File: src/rtl/scanline_pkg.sv
package scanline_pkg;

    typedef enum logic {
        SEL_TARGET = 1'b0,
        SEL_ENABLE = 1'b1
    } sl_reg_e;

    localparam logic [15:0] NT_WIN_LO   = 16'h2000;
    localparam logic [15:0] NT_WIN_HI   = 16'h2FFF;
    localparam logic [9:0]  ATTR_OFFSET = 10'h3C0;
    localparam logic [15:0] VEC_LO_ADDR = 16'hFFFA;
    localparam logic [15:0] VEC_HI_ADDR = 16'hFFFB;

endpackage

File: src/rtl/sl_fetch_watch.sv
module sl_fetch_watch
    import scanline_pkg::*;
#(
    parameter int VA_W   = 14,
    parameter int TILE_W = 6
) (
    input  logic              clk,
    input  logic              rst_n,
    input  logic              vid_rd_i,
    input  logic [VA_W-1:0]   vid_addr_i,
    input  logic              vec_rd_i,
    output logic              start_o,
    output logic              nt_fetch_o,
    output logic [TILE_W-1:0] tile_o
);
    localparam logic [VA_W-1:0] WIN_LO = VA_W'(NT_WIN_LO);
    localparam logic [VA_W-1:0] WIN_HI = VA_W'(NT_WIN_HI);
    localparam logic [1:0]      REP_MAX = 2'd3;
    localparam logic [1:0]      REP_FIRE_FROM = 2'd1;

    typedef struct packed {
        logic [VA_W-1:0]   last;
        logic [1:0]        rep;
        logic [TILE_W-1:0] tile;
    } fw_state_t;

    fw_state_t s_d, s_q;
    logic in_win, is_attr, same_addr;
    logic start_d, nt_d;

    always_comb begin
        in_win    = (vid_addr_i >= WIN_LO) && (vid_addr_i <= WIN_HI);
        is_attr   = (vid_addr_i[9:0] >= ATTR_OFFSET);
        same_addr = (vid_addr_i == s_q.last);
        nt_d      = vid_rd_i && in_win && !is_attr;
        start_d   = 1'b0;
        s_d       = s_q;
        if (vid_rd_i) begin
            if (in_win && same_addr) begin
                s_d.rep = (s_q.rep == REP_MAX) ? REP_MAX : s_q.rep + 2'd1;
                start_d = (s_q.rep == REP_FIRE_FROM);
            end else begin
                s_d.rep = 2'd0;
            end
            s_d.last = vid_addr_i;
            if (nt_d) begin
                s_d.tile = s_q.tile + TILE_W'(1);
            end
            if (start_d) begin
                s_d.tile = '0;
            end
        end
        if (vec_rd_i) begin
            s_d.last = '0;
        end
    end

    always_ff @(posedge clk) begin
        if (!rst_n) begin
            s_q <= '0;
        end else begin
            s_q <= s_d;
        end
    end

    assign start_o    = start_d;
    assign nt_fetch_o = nt_d;
    assign tile_o     = s_q.tile;

    // a line start needs at least two further reads before the next one
    a_r2_start_spacing: assert property (@(posedge clk) disable iff (!rst_n)
        start_o |=> !start_o);

    // a line start is always a read inside the nametable window
    a_r2_start_in_window: assert property (@(posedge clk) disable iff (!rst_n)
        start_o |-> (vid_rd_i && vid_addr_i >= WIN_LO && vid_addr_i <= WIN_HI));

    // tile index is zero right after a line start
    a_r6_tile_zero: assert property (@(posedge clk) disable iff (!rst_n)
        start_o |=> (tile_o == '0));

endmodule

File: src/rtl/sl_idle_timer.sv
module sl_idle_timer #(
    parameter int IDLE_CYC = 3
) (
    input  logic clk,
    input  logic rst_n,
    input  logic vid_rd_i,
    input  logic cpu_ce_i,
    output logic timeout_o
);
    localparam int CW = $clog2(IDLE_CYC + 1);
    localparam logic [CW-1:0] RELOAD = CW'(IDLE_CYC);

    typedef struct packed {
        logic [CW-1:0] cnt;
    } it_state_t;

    it_state_t s_d, s_q;
    logic to_d;

    always_comb begin
        s_d  = s_q;
        to_d = 1'b0;
        if (vid_rd_i) begin
            s_d.cnt = RELOAD;
        end else if (cpu_ce_i && s_q.cnt != '0) begin
            s_d.cnt = s_q.cnt - CW'(1);
            to_d    = (s_q.cnt == CW'(1));
        end
    end

    always_ff @(posedge clk) begin
        if (!rst_n) begin
            s_q <= '0;
        end else begin
            s_q <= s_d;
        end
    end

    assign timeout_o = to_d;

    // the timeout never coincides with bus activity
    a_r7_quiet_timeout: assert property (@(posedge clk) disable iff (!rst_n)
        timeout_o |-> (!vid_rd_i && cpu_ce_i));

endmodule

File: src/rtl/sl_line_state.sv
module sl_line_state
    import scanline_pkg::*;
#(
    parameter int CNT_W  = 8,
    parameter int DATA_W = 8
) (
    input  logic              clk,
    input  logic              rst_n,
    input  logic              start_i,
    input  logic              nt_fetch_i,
    input  logic              timeout_i,
    input  logic              vec_rd_i,
    input  logic              status_rd_i,
    input  logic              reg_wr_i,
    input  logic              reg_sel_i,
    input  logic [DATA_W-1:0] reg_wdata_i,
    output logic              in_frame_o,
    output logic [CNT_W-1:0]  count_o,
    output logic              pending_o,
    output logic              irq_o
);
    localparam int EN_BIT = DATA_W - 1;

    typedef struct packed {
        logic             in_frame;
        logic             armed;
        logic [CNT_W-1:0] count;
        logic [CNT_W-1:0] target;
        logic             pending;
        logic             enable;
    } ls_state_t;

    ls_state_t s_d, s_q;
    logic mid_in, mid_arm, hit;

    always_comb begin
        s_d     = s_q;
        hit     = 1'b0;
        mid_in  = s_q.in_frame | (nt_fetch_i & s_q.armed);
        mid_arm = s_q.armed & ~nt_fetch_i;
        s_d.in_frame = mid_in;
        s_d.armed    = mid_arm;

        if (status_rd_i) begin
            s_d.pending = 1'b0;
        end

        if (start_i) begin
            if (!mid_in && !mid_arm) begin
                s_d.armed = 1'b1;
                s_d.count = '0;
            end else begin
                s_d.count = s_q.count + CNT_W'(1);
                hit       = (s_d.count == s_q.target);
                if (hit) begin
                    s_d.pending = 1'b1;
                end
            end
        end

        if (timeout_i) begin
            s_d.in_frame = 1'b0;
        end

        if (vec_rd_i) begin
            s_d.in_frame = 1'b0;
            s_d.count    = '0;
            s_d.pending  = 1'b0;
        end

        if (reg_wr_i) begin
            if (sl_reg_e'(reg_sel_i) == SEL_TARGET) begin
                s_d.target = reg_wdata_i[CNT_W-1:0];
            end else begin
                s_d.enable = reg_wdata_i[EN_BIT];
            end
        end
    end

    always_ff @(posedge clk) begin
        if (!rst_n) begin
            s_q <= '0;
        end else begin
            s_q <= s_d;
        end
    end

    assign in_frame_o = s_q.in_frame;
    assign count_o    = s_q.count;
    assign pending_o  = s_q.pending;
    assign irq_o      = s_q.pending & s_q.enable;

    // a line start inside a frame advances the count by one
    a_r4_count_step: assert property (@(posedge clk) disable iff (!rst_n)
        (start_i && (s_q.in_frame || s_q.armed) && !vec_rd_i)
        |=> (count_o == $past(count_o) + CNT_W'(1)));

    // pending only rises on a line start
    a_r5_pending_source: assert property (@(posedge clk) disable iff (!rst_n)
        $rose(pending_o) |-> $past(start_i));

    // in-frame only drops on a timeout or a vector fetch
    a_r7_frame_drop: assert property (@(posedge clk) disable iff (!rst_n)
        $fell(in_frame_o) |-> $past(timeout_i || vec_rd_i));

    // a vector fetch leaves everything cleared
    a_r8_vector_clear: assert property (@(posedge clk) disable iff (!rst_n)
        vec_rd_i |=> (!in_frame_o && count_o == '0 && !pending_o && !irq_o));

    // a status read without a new match drops pending
    a_r9_status_clear: assert property (@(posedge clk) disable iff (!rst_n)
        (status_rd_i && !start_i) |=> !pending_o);

endmodule

File: src/rtl/scanline_irq_unit.sv
module scanline_irq_unit
    import scanline_pkg::*;
#(
    parameter int VA_W     = 14,
    parameter int TILE_W   = 6,
    parameter int CNT_W    = 8,
    parameter int DATA_W   = 8,
    parameter int IDLE_CYC = 3
) (
    input  logic              clk,
    input  logic              rst_n,
    input  logic              vid_rd,
    input  logic [VA_W-1:0]   vid_addr,
    input  logic              cpu_ce,
    input  logic              cpu_rd,
    input  logic [15:0]       cpu_addr,
    input  logic              reg_wr,
    input  logic              reg_sel,
    input  logic [DATA_W-1:0] reg_wdata,
    input  logic              status_rd,
    output logic              in_frame,
    output logic [CNT_W-1:0]  line_count,
    output logic              irq_pending,
    output logic              irq,
    output logic [TILE_W-1:0] tile_idx,
    output logic [DATA_W-1:0] status
);
    logic vec_rd, start, nt_fetch, timeout;

    assign vec_rd = cpu_rd && (cpu_addr == VEC_LO_ADDR || cpu_addr == VEC_HI_ADDR);

    sl_fetch_watch #(.VA_W(VA_W), .TILE_W(TILE_W)) u_watch (
        .clk        (clk),
        .rst_n      (rst_n),
        .vid_rd_i   (vid_rd),
        .vid_addr_i (vid_addr),
        .vec_rd_i   (vec_rd),
        .start_o    (start),
        .nt_fetch_o (nt_fetch),
        .tile_o     (tile_idx)
    );

    sl_idle_timer #(.IDLE_CYC(IDLE_CYC)) u_idle (
        .clk       (clk),
        .rst_n     (rst_n),
        .vid_rd_i  (vid_rd),
        .cpu_ce_i  (cpu_ce),
        .timeout_o (timeout)
    );

    sl_line_state #(.CNT_W(CNT_W), .DATA_W(DATA_W)) u_state (
        .clk         (clk),
        .rst_n       (rst_n),
        .start_i     (start),
        .nt_fetch_i  (nt_fetch),
        .timeout_i   (timeout),
        .vec_rd_i    (vec_rd),
        .status_rd_i (status_rd),
        .reg_wr_i    (reg_wr),
        .reg_sel_i   (reg_sel),
        .reg_wdata_i (reg_wdata),
        .in_frame_o  (in_frame),
        .count_o     (line_count),
        .pending_o   (irq_pending),
        .irq_o       (irq)
    );

    always_comb begin
        status = '0;
        status[DATA_W-1] = irq_pending;
        status[DATA_W-2] = in_frame;
    end

    // the request line never rises without a pending flag
    a_r5_irq_needs_pending: assert property (@(posedge clk) disable iff (!rst_n)
        irq |-> irq_pending);

endmodule

File: config.mk
export PLATFORM = sky130hd
export DESIGN_NAME = scanline_irq_unit
export DESIGN_NICKNAME = d
export VERILOG_FILES = /design/src/rtl/scanline_pkg.sv /design/src/rtl/sl_fetch_watch.sv /design/src/rtl/sl_idle_timer.sv /design/src/rtl/sl_line_state.sv /design/src/rtl/scanline_irq_unit.sv
export SDC_FILE = /design/constraint.sdc
export NUM_CORES = 1
export LEC_CHECK = 0
export ABC_CLOCK_PERIOD_IN_PS = 1900
export CAP_MARGIN = 25
export CELL_PAD_IN_SITES_DETAIL_PLACEMENT = 1
export CELL_PAD_IN_SITES_GLOBAL_PLACEMENT = 1
export CORE_AREA = 5 5 94 96
export DETAILED_ROUTE_END_ITERATION = 16
export DIE_AREA = 0 0 99 101
export GPL_TIMING_DRIVEN = 1
export PLACE_DENSITY = 0.86
export SYNTH_ARGS = -nofsm -noshare
export SYNTH_HDL_FRONTEND = slang
export SYNTH_SLANG_ARGS = --single-unit
File: constraint.sdc
create_clock -name clk -period 1.9 [get_ports clk]
set_clock_uncertainty 0.1 [all_clocks]
set_input_delay 0.38 -clock clk [delete_from_list [all_inputs] [get_ports clk]]
set_output_delay 0.38 -clock clk [all_outputs]
set_load 0.02 [all_outputs]
==> results of run 1 <==
[registers in the layout, summed over array words and instances, names as in the netlist]
| register | count |
|---|---|
| u_state.count_o | 8 |
| u_state.in_frame_o | 1 |
| u_state.pending_o | 1 |
| u_watch.s_q | 16 |
| u_idle.s_q | 2 |
| u_state.s_q | 10 |
| u_watch.tile_o | 6 |
[cell usage in the layout (no fill, tap or decap), types with 3 or more instances in the layout]
| master | Yosys | routed |
|---|---|---|
| sky130_fd_sc_hd__conb_1 | 1 | 6 |
| sky130_fd_sc_hd__xor2_1 | 6 | 6 |
| sky130_fd_sc_hd__dlymetal6s2s_1 | 0 | 5 |
| sky130_fd_sc_hd__xnor2_1 | 23 | 17 |
| sky130_fd_sc_hd__a211oi_1 | 3 | 3 |
| sky130_fd_sc_hd__a21boi_0 | 5 | 4 |
| sky130_fd_sc_hd__dlygate4sd2_1 | 0 | 13 |
| sky130_fd_sc_hd__nand4b_1 | 3 | 3 |
| sky130_fd_sc_hd__dfxtp_2 | 0 | 9 |
| sky130_fd_sc_hd__or4_4 | 1 | 3 |
| sky130_fd_sc_hd__nand4_1 | 10 | 10 |
| sky130_fd_sc_hd__and2_1 | 3 | 3 |
| sky130_fd_sc_hd__xnor2_2 | 0 | 6 |
| sky130_fd_sc_hd__buf_4 | 22 | 33 |
| sky130_fd_sc_hd__o21ai_0 | 8 | 5 |
| sky130_fd_sc_hd__clkdlybuf4s50_1 | 0 | 38 |
| sky130_fd_sc_hd__or4_1 | 5 | 4 |
| sky130_fd_sc_hd__nand3_1 | 7 | 7 |
| sky130_fd_sc_hd__clkbuf_8 | 0 | 6 |
| sky130_fd_sc_hd__inv_1 | 3 | 3 |
| sky130_fd_sc_hd__mux2i_1 | 23 | 23 |
| sky130_fd_sc_hd__ha_1 | 4 | 3 |
| sky130_fd_sc_hd__clkdlybuf4s15_1 | 0 | 6 |
| sky130_fd_sc_hd__a21oi_1 | 13 | 11 |
| sky130_fd_sc_hd__nor2b_1 | 13 | 13 |
| sky130_fd_sc_hd__nor2_1 | 21 | 21 |
| sky130_fd_sc_hd__nand2_1 | 11 | 11 |
| sky130_fd_sc_hd__dfxtp_1 | 44 | 35 |
[logic make-up (layout without fill, tap and decap cells)]
| kind of cell | Yosys count | in the layout | share of synthesized area [%] |
|---|---|---|---|
| DFF | 44 | 44 | 36.0 |
| muxes | 23 | 23 | 9.41 |
| adders and majority gates | 4 | 4 | 2.05 |
| AOI/OAI and AO/OA | 42 | 42 | 10.9 |
| xor gates and xnor gates | 29 | 29 | 10.4 |
| buffers and inverters | 39 | 110 | 9.46 |
| and+or+nand+nor | 92 | 93 | 21.6 |
| other | 1 | 6 | 0.153 |
[path summary, 6_finish.rpt]
kind / endpoint / start / slack, ns
worst min-delay path: u_watch.s_q[10] / vid_addr[2] / 0.35
worst max-delay path: u_state.count_o[0] / vid_addr[6] / -0.21
worst max register to register: u_state.count_o[0] / u_watch.s_q[7] / -0.19
worst min register to register: u_state.s_q[0] / u_state.s_q[0] / 0.37
[what timing repair did]
action	in CTS	in global routing
resized for setup	40	20
cloned	1	0
setup endpoints to repair	21	21
pin swaps	20	9
buffers inserted	7	3
[power by group through the flow]
stage               clock network [mW]  registers [mW]  logic (mW)
finish                           0.633           0.982       0.321
global route                     0.689           0.986       0.351
CTS                              0.647           0.981       0.323
detailed placement                   0            1.00       0.319
global placement                     0           0.999       0.307
floorplan                            0           0.996       0.172
[critical path, cell delays in order]
cell	delay, ns
sky130_fd_sc_hd__dlygate4sd2_1	0.27
sky130_fd_sc_hd__xnor2_2	0.18
sky130_fd_sc_hd__nand4_1	0.17
sky130_fd_sc_hd__buf_4	0.18
sky130_fd_sc_hd__or4_4	0.55
sky130_fd_sc_hd__or3_4	0.35
sky130_fd_sc_hd__a21oi_2	0.16
[metal layers]
layer | GRT usage [%] | wire length, µm | up-vias
li1 | - | - | 1094
met1 | 15.1 | 2950 | 1091
met2 | 26.1 | 3860 | 34
met3 | 4.08 | 266 | 4
met4 | 2.73 | 44 | 0
met5 | 0 | 0 | -
[area by class of cell]
cell class              count  area [µm²]
fillers                   930        4460
multi-input cells         197        1460
repair buffers             99         918
flip-flops and latches     44         892
well taps                 105         131
clock buffers               8        90.1
inverters                   3        11.3
==> metrics list, run 1 <==
* Outcome: finished, violations left
- The checks that failed: setup timing.
- Total Wirelength: 7.12 mm
- Yosys attributes the largest share of cell area to sky130_fd_sc_hd__dfxtp_1 36%, sky130_fd_sc_hd__mux2i_1 9.4%, sky130_fd_sc_hd__xnor2_1 8.2%.
- Unrepaired setup endpoints after global routing: true
- Before CTS, the worst setup slack after placement is -0.740 ns.
* Setup Total Neg Slack: -0.978 ns
- GR Util All Layers: 13.8%
- Proportion of synthesized chip area in sequential cells: 36.0%
- The internal power of the cells totals 1.44 mW.
- Per report_power, the clock group accounts for 32.7% of the total.
- CTS tree: built
- The H-tree generated during clock tree synthesis spans 2 levels.
- Counting instances in the post-synthesis netlist gives the leading cell types as 44 x sky130_fd_sc_hd__dfxtp_1, 23 x sky130_fd_sc_hd__mux2i_1, 23 x sky130_fd_sc_hd__xnor2_1.
- Iter 0 DRT Violations: 59
* Final count of negative-setup-slack endpoints: 9
- Cells fill 44.0% of the core in the end.
- The clock passes through at most 2 buffers.
* Hold Crit Depth: 3
* Leading cell type by number of instances after synthesis: sky130_fd_sc_hd__dfxtp_1
* Yosys synthesis warning count: 0
- Vias in the first global route: 2344
- Once placement finished, the instance area stood at 3260 µm².
- Power density of the placed cells: 552 nW/µm²
* Arrival time of the worst setup path: 2.25 ns
- Of all flip-flops after synthesis, the portion carrying an async set or reset was 0%.
- Part of the cycle the worst path needs: 111%
* Avg Inst Size Synth: 8.93 µm²
* Relative max-transition margin: 56.2%
* Synthesized instance count: 274
- Overall power consumption after layout is estimated at 1.94 mW.
- The total overflow left after global routing is 0.
- Detail Placement HPWL: 5.11 mm
- The count of nets left with antenna violations once routing finished came out at 0.
- Flip-flop and latch count after synthesis: 44
* Final worst path period need: 2.11 ns
* Final design instance area without fill: 3510 µm²
- Entering global routing, the biggest net connects 24 pins.
- The number of slew-limit violations in the final report was 0.
- For this run, the leading register cell type out of synthesis is sky130_fd_sc_hd__dfxtp_1.
- Switching power summed over all nets: 496 µW
- Clock transition at the registers of the reported paths: 0.09 ns
* Share of layout cells above drive strength 1: 21.7%
* Post-route non-filler standard cell count: 456
- CTS root buf: sky130_fd_sc_hd__clkbuf_8
- Worst Path Max Fanout: 4
- After synthesis the cells add up to 2450 µm².
* Share of Yosys cell area claimed by the top area cell type: 36.0%
- Placed cell count: 437
- Number of clock sinks: 44
- Leakage power summed over all cells: 1.49 nW
- First-pass GRT wire length: 11.2 mm
* Die Y: 101 µm
- Gpl congestion: 0.779
- The number of cells on the worst reg-to-reg path is 6.
* Top Ports: 71
* Worst Path Required: 2.04 ns
- Final Worst Setup Slack: -0.214 ns
- TritonCTS created 5 clock buffers.
- The floorplan step defined a die boundary enclosing 10000 µm².
- Max Clk Rate: 0.473 GHz
- Fraction of power spent switching nets: 25.6%
- Routed wirelength normalized by instance count: 15.6 µm
- The synthesized design spends more area on one cell type than any other, namely sky130_fd_sc_hd__dfxtp_1.
- In this run the worst hold path is classified as input pin to flop.
* CP startpoint kind: input pin
- Number of standard-cell rows in the floorplan: 33
- The number of antenna violations at the first check in global routing was 0.
- The number of hold buffers added after CTS was 0.
- Area growth, synth to finish: 43.3%
- Worst setup EP type: flop
* Post-synth EDFFs: 0
- Relative contribution of sequential cells to total power: 50.7%
* Area of the core: 7970 µm²
* Input/output buffers: 63
- The critical path is of the input pin to flop type.
- Starting density of the core: 30.7%
- The number of failing hold endpoints at the final stage came to 0.
- Worst-skew pair later-pin latency: 0.30 ns
* Max-cap viol count: 0
- Number of nets at the end of the flow: 400
- Final worst hold slack: 0.351 ns
* Highest ir drop seen on vdd: 0.321 mV
- Share of power burned in combinational logic: 16.6%
- Transition at the pin with the smallest max-transition slack: 0.655 ns
- Total number of vias: 2223
- Dividing the detail-routed via count by the number of cells gives 4.88.
- The number of antenna diodes in the final layout is 0.
- After synthesis, the netlist uses 45 different library cells.
- After detailed routing, the number of remaining DRC violations is 0.
- Width of the die: 99 µm
- The first detailed-routing pass took 4 iterations.
(Power assumes the default switching activity.)
==> run 2, diff against run 1 <==
CTS_CLUSTER_DIAMETER = 40   (was not set)
PLACE_DENSITY = not set   (was 0.86)
PLACE_DENSITY_LB_ADDON = 0.15   (was not set)
==> metrics list, run 2 (synthesis results as in run 1) <==
- Outcome: finished, violations left (unchanged)
- Violations in the final reports: setup timing (unchanged).
- The buffer depth of the longest clock path came to 2 (unchanged).
- Die Y: 101 µm (unchanged)
- The headroom to the max-slew limit is 55.4% (was 56.2%).
* Pins over their slew limit: 0 (unchanged)
- The total inserted antenna cells came to 0 (unchanged).
- Input/output buffers: 63 (unchanged)
- The minimum clock period after layout came to 2.02 ns (was 2.11 ns).
- The leading cell type in the layout, fill and taps excluded is sky130_fd_sc_hd__clkdlybuf4s50_1 (unchanged).
* Final global-route overflow total: 0 (unchanged)
- Post-route non-filler standard cell count: 454 (was 456)
* Number of clock sinks: 44 (unchanged)
* Placed cell count: 440 (was 437)
- The total non-filler cell area in the finished layout is 3530 µm² (was 3510 µm²).
- Iter 0 DRT Violations: 39 (was 59)
- Max FFs per register: 16 (unchanged)
* Number of cells traversed by the worst register-to-register path: 6 (unchanged)
- The via count of the first global-routing pass was 2116 (was 2344).
- The instance area at placement is 3270 µm² (was 3260 µm²).
- Number of buffers inserted by hold repair at cts: 0 (unchanged)
- Starting density of the core: 30.7% (unchanged)
- The number of instances on the worst hold path is 3 (unchanged).
* Path class of the lowest-slack min-delay path: input pin to flop (unchanged)
* Number of standard-cell rows in the floorplan: 33 (unchanged)
* Final worst hold slack: 0.306 ns (was 0.351 ns)
- Unrepaired setup endpoints after global routing: true (unchanged).
- R2r endpoint: u_state.count_o[0] (unchanged)
- The leakage power came to 1.50 nW (was 1.49 nW).
* Transition at the pin with the smallest max-transition slack: 0.667 ns (was 0.655 ns)
- Share of layout cells above drive strength 1: 23.5% (was 21.7%)
- The clock transition time at the flip-flop clock pins of the worst setup and hold paths is 0.09 ns (about the same).
- The later-pin clock latency in the skew report is 0.30 ns (about the same).
* Launch point of the worst reg-to-reg path: u_watch.s_q[8] (was u_watch.s_q[7])
- The worst path setup slack after routing came to -0.117 ns (was -0.214 ns).
* Number of detailed-routing iterations run before antenna repair: 2 (was 4)
- The level count of the clock H-tree is 2 (unchanged).
- The floorplan core area came to 7970 µm² (unchanged).
* CTS root buf: sky130_fd_sc_hd__clkbuf_8 (unchanged)
* GR Util All Layers: 12.9% (was 13.8%)
* Width of the die: 99 µm (unchanged)
- Initial antenna violation count: 0 (unchanged)
- Remaining antenna violation count after routing: 0 (unchanged)
- The die outline area was 10000 µm² (unchanged).
- The ratio of total power to cell area was 572 nW/µm² (was 552 nW/µm²).
- The setup TNS after final layout was -0.436 ns (was -0.978 ns).
- The nature of the critical path endpoint is a flop (unchanged).
- Worst Path Required: 2.04 ns (about the same)
- Final count of hold timing violations: 0 (unchanged)
- The hold path endpoint was u_watch.s_q[21] (was u_watch.s_q[10]).
- Routed wirelength normalized by instance count: 14.3 µm (was 15.6 µm)
* Final count of negative-setup-slack endpoints: 8 (was 9)
- The worst reg-to-reg setup slack was -0.11 ns (was -0.19 ns).
* Top Ports: 71 (unchanged)
- The total detailed-routing wirelength is 6.48 mm (was 7.12 mm).
- The register containing the most flip-flops in the final layout is u_watch.s_q (unchanged).
- Max-cap viol count: 0 (unchanged)
- The wire length of the first global-routing pass came to 10.5 mm (was 11.2 mm).
- The maximum number of pins on one net before global-route repair came to 20 (was 24).
- Top library cells by usage in the layout, fill and taps aside: 39 x sky130_fd_sc_hd__clkdlybuf4s50_1, 33 x sky130_fd_sc_hd__dfxtp_1, 30 x sky130_fd_sc_hd__buf_4 (was 38 x sky130_fd_sc_hd__clkdlybuf4s50_1, 35 x sky130_fd_sc_hd__dfxtp_1, 33 x sky130_fd_sc_hd__buf_4).
- Post-route total power: 2.02 mW (was 1.94 mW)
* CP startpoint kind: input pin (unchanged)
- The final weighted congestion in routability-driven placement came to 0.751 (was 0.779).
- The critical setup path kind was input pin to flop (unchanged).
- The clock tree from TritonCTS is built (unchanged).
- Worst Path Max Fanout: 6 (was 4)
- The signed area change from the synthesized netlist to the final layout came to 44.3% (was 43.3%).
- HP Start: vid_addr[13] (was vid_addr[2])
- The maximum operating frequency was 0.496 GHz (was 0.473 GHz).
* Number of nets at the end of the flow: 398 (was 400)
* Number of inserted filler cells in the final layout: 924 (was 930)
- Highest ir drop seen on vdd: 0.232 mV (was 0.321 mV)
- The routed via count divided by cell count was 4.70 (was 4.88).
- The total number of vias came to 2135 (was 2223).
* Arrival time of the worst setup path: 2.15 ns (was 2.25 ns)
- Detail Placement HPWL: 5.01 mm (was 5.11 mm)
- The DRC violation count after routing came to 0 (unchanged).
* Inserted Clock Buffers: 5 (unchanged)
- Part of the cycle the worst path needs: 106% (was 111%)
## run 2: cell count changes in the layout (fill, tap and decap cells not counted), moves of 3 or more
cell	previous run	this run
sky130_fd_sc_hd__o21ai_0	5	2
sky130_fd_sc_hd__buf_4	33	30
sky130_fd_sc_hd__xnor2_1	17	14
sky130_fd_sc_hd__buf_6	2	5
sky130_fd_sc_hd__xnor2_2	6	9
## run 2: worst max path at each step
stage	to	depth (start not counted)	start
final	u_state.count_o[0]	7	vid_addr[10]
after global placement	u_state.count_o[7]	6	vid_addr[12]
after global routing	u_state.count_o[6]	5	u_watch.s_q[18]
after floorplan	u_state.count_o[7]	5	vid_rd
after CTS	u_state.count_o[0]	6	u_watch.s_q[8]
after detailed placement	u_state.count_o[7]	6	vid_addr[12]
## run 2: per-stage QoR
stage / utilization, % / worst slack, ns
global placement: 41.0 / -0.683
detailed placement: 41.0 / -0.745
CTS: 43.3 / -0.0935
finish: 44.3 / -0.117
global route: 44.3 / -0.184
floorplan: - / -0.0447
## run 2: routing by layer
metal / part of all wire, % / track usage (%) / vias to the layer above
met5: 0 / 0 / -
met4: 1.1 / 3.47 / 0
met3: 3.7 / 2.28 / 6
met2: 52 / 22.9 / 37
met1: 44 / 15.9 / 1011
li1: - / - / 1081
## run 2: report_power, final
group	switching (mW)	internal, mW	leakage, nW
registers	0.0270	0.956	0.363
clock network	0.332	0.391	0.0552
logic	0.131	0.182	1.08
## run 2: what timing repair did
action / in CTS / in global routing
setup endpoints to repair: 23 / 17
gates resized for setup: 50 / 22
pin swaps: 15 / 9
buffers inserted: 5 / 2
## run 2: critical path, cell delays in order
cell and delay, ns:
sky130_fd_sc_hd__clkdlybuf4s15_1 0.22, sky130_fd_sc_hd__xnor2_2 0.21, sky130_fd_sc_hd__nand4_2 0.13, sky130_fd_sc_hd__or4_4 0.61
sky130_fd_sc_hd__buf_6 0.16, sky130_fd_sc_hd__or3_1 0.32, sky130_fd_sc_hd__a21oi_2 0.13
## run 2: cell type report
cell class              instances  area [µm²]  share of cell area, %
multi-input cells             196        1490                   42.1
repair buffers                 98         901                   25.5
flip-flops and latches         44         895                   25.3
well taps                     105         131                   3.72
clock buffers                   6        72.6                   2.05
clock inverters                 2        35.0                  0.992
inverters                       3        11.3                  0.319
==> run 3, diff against run 2 <==
ABC_AREA = 1   (was not set)
CORE_AREA = 5 5 102 104   (was 5 5 94 96)
DIE_AREA = 0 0 107 109   (was 0 0 99 101)
SLEW_MARGIN = 40   (was not set)
==> metrics list, run 3 <==
- The family with the most delay on the worst path was buffers and inverters (was simple AND/OR/NAND/NOR gates).
- The max-cap check violation count is 0 (unchanged).
- The number of top-level pins was 71 (unchanged).
* Worst Path Required: 1.42 ns (was 2.04 ns)
- Category of the critical setup timing path: flop to output port (was input pin to flop)
* Final worst path period need: 1.83 ns (was 2.02 ns)
- The clock buffer count from CTS is 5 (unchanged).
- The number of antenna-violating nets in the routed design came to 0 (unchanged).
- Number of nets at the end of the flow: 565 (was 398)
- The half-perimeter wire length of the detailed placement result was 6.35 mm (was 5.01 mm).
- The global routing usage summed across all routing layers is 13.7% (was 12.9%).
* Final count of negative-setup-slack endpoints: 0 (was 8)
* First-pass GRT wire length: 12.9 mm (was 10.5 mm)
- Number of clock sinks: 44 (unchanged)
* Area of the mapped netlist: 2720 µm² (was 2450 µm²)
* Clock transition at the registers of the reported paths: 0.10 ns (was 0.09 ns)
* Post-DR vias/cell: 4.42 (was 4.70)
- The share of the synthesized area in the top cell type was 32.4% (was 36.0%).
- Number of detailed-routing iterations run before antenna repair: 4 (was 2)
* Path class of the lowest-slack min-delay path: input pin to flop (unchanged)
- The post-layout total power is 2.11 mW (was 2.02 mW).
- The DRC marker count from the first detailed-route iteration was 98 (was 39).
- The count of unique library cells instantiated by Yosys was 30 (was 45).
- Post-synth EDFFs: 0 (unchanged)
- The worst vdd rail ir drop is 0.274 mV (was 0.232 mV).
- Yosys synthesis warning count: 0 (unchanged)
- Flip-flop and latch count after synthesis: 44 (unchanged)
- Largest area contributor in the netlist: sky130_fd_sc_hd__dfxtp_1 (unchanged)
- Power density of the placed cells: 562 nW/µm² (was 572 nW/µm²)
- The buffer type at the clock tree root was sky130_fd_sc_hd__clkbuf_8 (unchanged).
- The die outline area was 11700 µm² (was 10000 µm²).
- CTS tree: built (unchanged)
* Maximum number of pins on one net before global-route repair: 16 (was 20)
- Worst Path Max Fanout: 5 (was 6)
- The nature of the critical path endpoint was an output port (was flop).
- The die boundary height came to 109 µm (was 101 µm).
- The delay contributed by the slowest stage of the critical path came to 0.63 ns (was 0.61 ns).
- Top library cells by usage in the layout, fill and taps aside: 109 x sky130_fd_sc_hd__nand2_1, 71 x sky130_fd_sc_hd__inv_1, 65 x sky130_fd_sc_hd__nor2_1 (was 39 x sky130_fd_sc_hd__clkdlybuf4s50_1, 33 x sky130_fd_sc_hd__dfxtp_1, 30 x sky130_fd_sc_hd__buf_4).
- The instance area at placement was 3560 µm² (was 3270 µm²).
- Outcome: finished, final reports clean (was finished, violations left)
- The register containing the most flip-flops in the final layout is u_watch.s_q (unchanged).
- Max FFs per register: 16 (unchanged)
- The maximum operating frequency came to 0.547 GHz (was 0.496 GHz).
- The total number of vias came to 2786 (was 2135).
- The number of antenna violations at the first check in global routing is 0 (unchanged).
- Top FF cell, synth: sky130_fd_sc_hd__dfxtp_1 (unchanged)
- The per-instance average area after synthesis was 6.23 µm² (was 8.93 µm²).
- The overall die width came to 107 µm (was 99 µm).
- The routed wire length per instance was 12.1 µm (was 14.3 µm).
* Synthesized instance count: 436 (was 274)
- The number of failing hold endpoints at the final stage came to 0 (unchanged).
* Clk buf depth: 2 (unchanged)
- The critical path buffer and inverter count is 1 (was 2).
- The leakage power came to 1.85 nW (was 1.50 nW).
- The share of flip-flops with an asynchronous set or reset was 0% (unchanged).
- The final weighted congestion in routability-driven placement is 0.826 (was 0.751).
* Drc violations: 0 (unchanged)
- Antenna cells: 0 (unchanged)
- The total detailed-routing wirelength was 7.62 mm (was 6.48 mm).
- Final worst hold slack: 0.304 ns (was 0.306 ns)
- Number of standard-cell rows in the floorplan: 36 (was 33)
- Setup Total Neg Slack: 0 ns (was -0.436 ns)
- The leading cell type in the layout, fill and taps excluded is sky130_fd_sc_hd__nand2_1 (was sky130_fd_sc_hd__clkdlybuf4s50_1).
* Starting density of the core: 28.7% (was 30.7%)
- Cell Chain, Critical Path: clkdlybuf4s50_1 (was clkdlybuf4s15_1 -> xnor2_2 -> nand4_2 -> or4_4 -> buf_6 -> or3_1 -> a21oi_2)
- Most frequent cells after synthesis: 111 x sky130_fd_sc_hd__nand2_1, 71 x sky130_fd_sc_hd__inv_1, 68 x sky130_fd_sc_hd__nor2_1 (was 44 x sky130_fd_sc_hd__dfxtp_1, 23 x sky130_fd_sc_hd__mux2i_1, 23 x sky130_fd_sc_hd__xnor2_1)
- The signed area change from the synthesized netlist to the final layout came to 38.2% (was 44.3%).
- The post-placement worst setup slack was -0.397 ns (was -0.745 ns).
- Worst path slowest cell: sky130_fd_sc_hd__clkdlybuf4s50_1 (was sky130_fd_sc_hd__or4_4)
- The via count of the first global-routing pass was 2843 (was 2116).
* Unrepaired setup endpoints after global routing: false (was true)
- Arrival time of the worst setup path: 1.35 ns (was 2.15 ns)
- Share of layout cells above drive strength 1: 12.4% (was 23.5%)
- The worst path setup slack after routing is 0.0720 ns (was -0.117 ns).
* CP startpoint kind: flop (was input pin)
- Cell types with the largest area share after synthesis: sky130_fd_sc_hd__dfxtp_1 32%, sky130_fd_sc_hd__nand2_1 15%, sky130_fd_sc_hd__inv_1 9.8% (was sky130_fd_sc_hd__dfxtp_1 36%, sky130_fd_sc_hd__mux2i_1 9.4%, sky130_fd_sc_hd__xnor2_1 8.2%).
- Part of the cycle the worst path needs: 96.2% (was 106%)
* Worst-skew pair later-pin latency: 0.30 ns (about the same)
* Final design instance area without fill: 3750 µm² (was 3530 µm²)
- Area of the core: 9460 µm² (was 7970 µm²)
- The level count of the clock H-tree is 2 (unchanged).
- The remaining global-route overflow is 0 (unchanged).
- The number of slew-limit violations in the final report was 0 (unchanged).
* Leading cell type by number of instances after synthesis: sky130_fd_sc_hd__nand2_1 (was sky130_fd_sc_hd__dfxtp_1)
- Proportion of synthesized chip area in sequential cells: 32.4% (was 36.0%)
- Input/output buffers: 63 (unchanged)
-- run 3: cell types whose count changed after synthesis, moves of 13 or more --
cell	previous run	this run
sky130_fd_sc_hd__a21oi_1	13	41
sky130_fd_sc_hd__inv_1	3	71
sky130_fd_sc_hd__mux2i_1	23	0
sky130_fd_sc_hd__nand2_1	11	111
sky130_fd_sc_hd__nand3_1	7	24
sky130_fd_sc_hd__nor2_1	21	68
sky130_fd_sc_hd__nor2b_1	13	0
sky130_fd_sc_hd__xnor2_1	23	2
-- run 3: worst paths after layout --
kind                           start                end  slack [ns]  cells past startpoint
setup / recovery  u_state.count_o[5]      line_count[5]        0.07                      1
hold / removal          vid_addr[11]    u_watch.s_q[19]        0.30                      3
setup reg to reg  u_state.count_o[1]  u_state.pending_o        0.21                      9
hold reg to reg       u_state.s_q[0]     u_state.s_q[0]        0.37                      2
-- run 3: kinds of logic after synthesis --
logic type,count (synthesis),share of synthesized area (%)
DFF,44,32.4
buffers and inverters,103,17.6
AOI/OAI and AO/OA,58,11.2
and+or+nand+nor,223,35.9
adders and majority gates,4,1.84
other,1,0.138
xor gates and xnor gates,3,0.968
-- run 3: repair_timing --
item | 4_1_cts | 5_1_grt
setup endpoints to repair | 16 | 21
buffers inserted | 0 | 1
pin swaps | 7 | 8
gates cloned | 0 | 0
resized for setup | 10 | 23
hold buffers | 0 | 0
-- run 3: worst register-to-register path: cells and delay by family (launching register included) --
family / cells / cell delay, ns
AO/OA/AOI/OAI: 2 / 0.34
adder cells (fa/ha/maj): 1 / 0.16
flip-flops: 1 / 0.39
AND/OR/NAND/NOR: 6 / 0.62
-- run 3: cell type report --
cell class / count / area [µm²]
Clock buffer: 5 / 68.8
Clock inverter: 3 / 46.3
Fill cell: 1216 / 5710
Inverter: 72 / 270
Multi-Input combinational cell: 294 / 1420
Sequential cell: 44 / 882
Tap cell: 114 / 143
Timing Repair Buffer: 98 / 925
-- run 3: where the power goes --
part / switching [mW] / internal (mW)
clock: 0.364 / 0.397
combinational: 0.188 / 0.184
sequential: 0.0206 / 0.957
-- run 3: metrics by stage --
step                cells  utilization, %
detailed placement    621            37.6
finish                630            39.7
floorplan             441               -
global placement      621            37.6
global route          630            39.7
CTS                   629            38.8
-- run 3: routing by layer --
metal / up-vias / GRT usage, % / part of all wire, %
met5: - / 0 / 0
met4: 0 / 3.01 / 0.67
met3: 4 / 3.08 / 4.3
met2: 48 / 23.4 / 47
met1: 1257 / 17.6 / 48
li1: 1477 / - / -
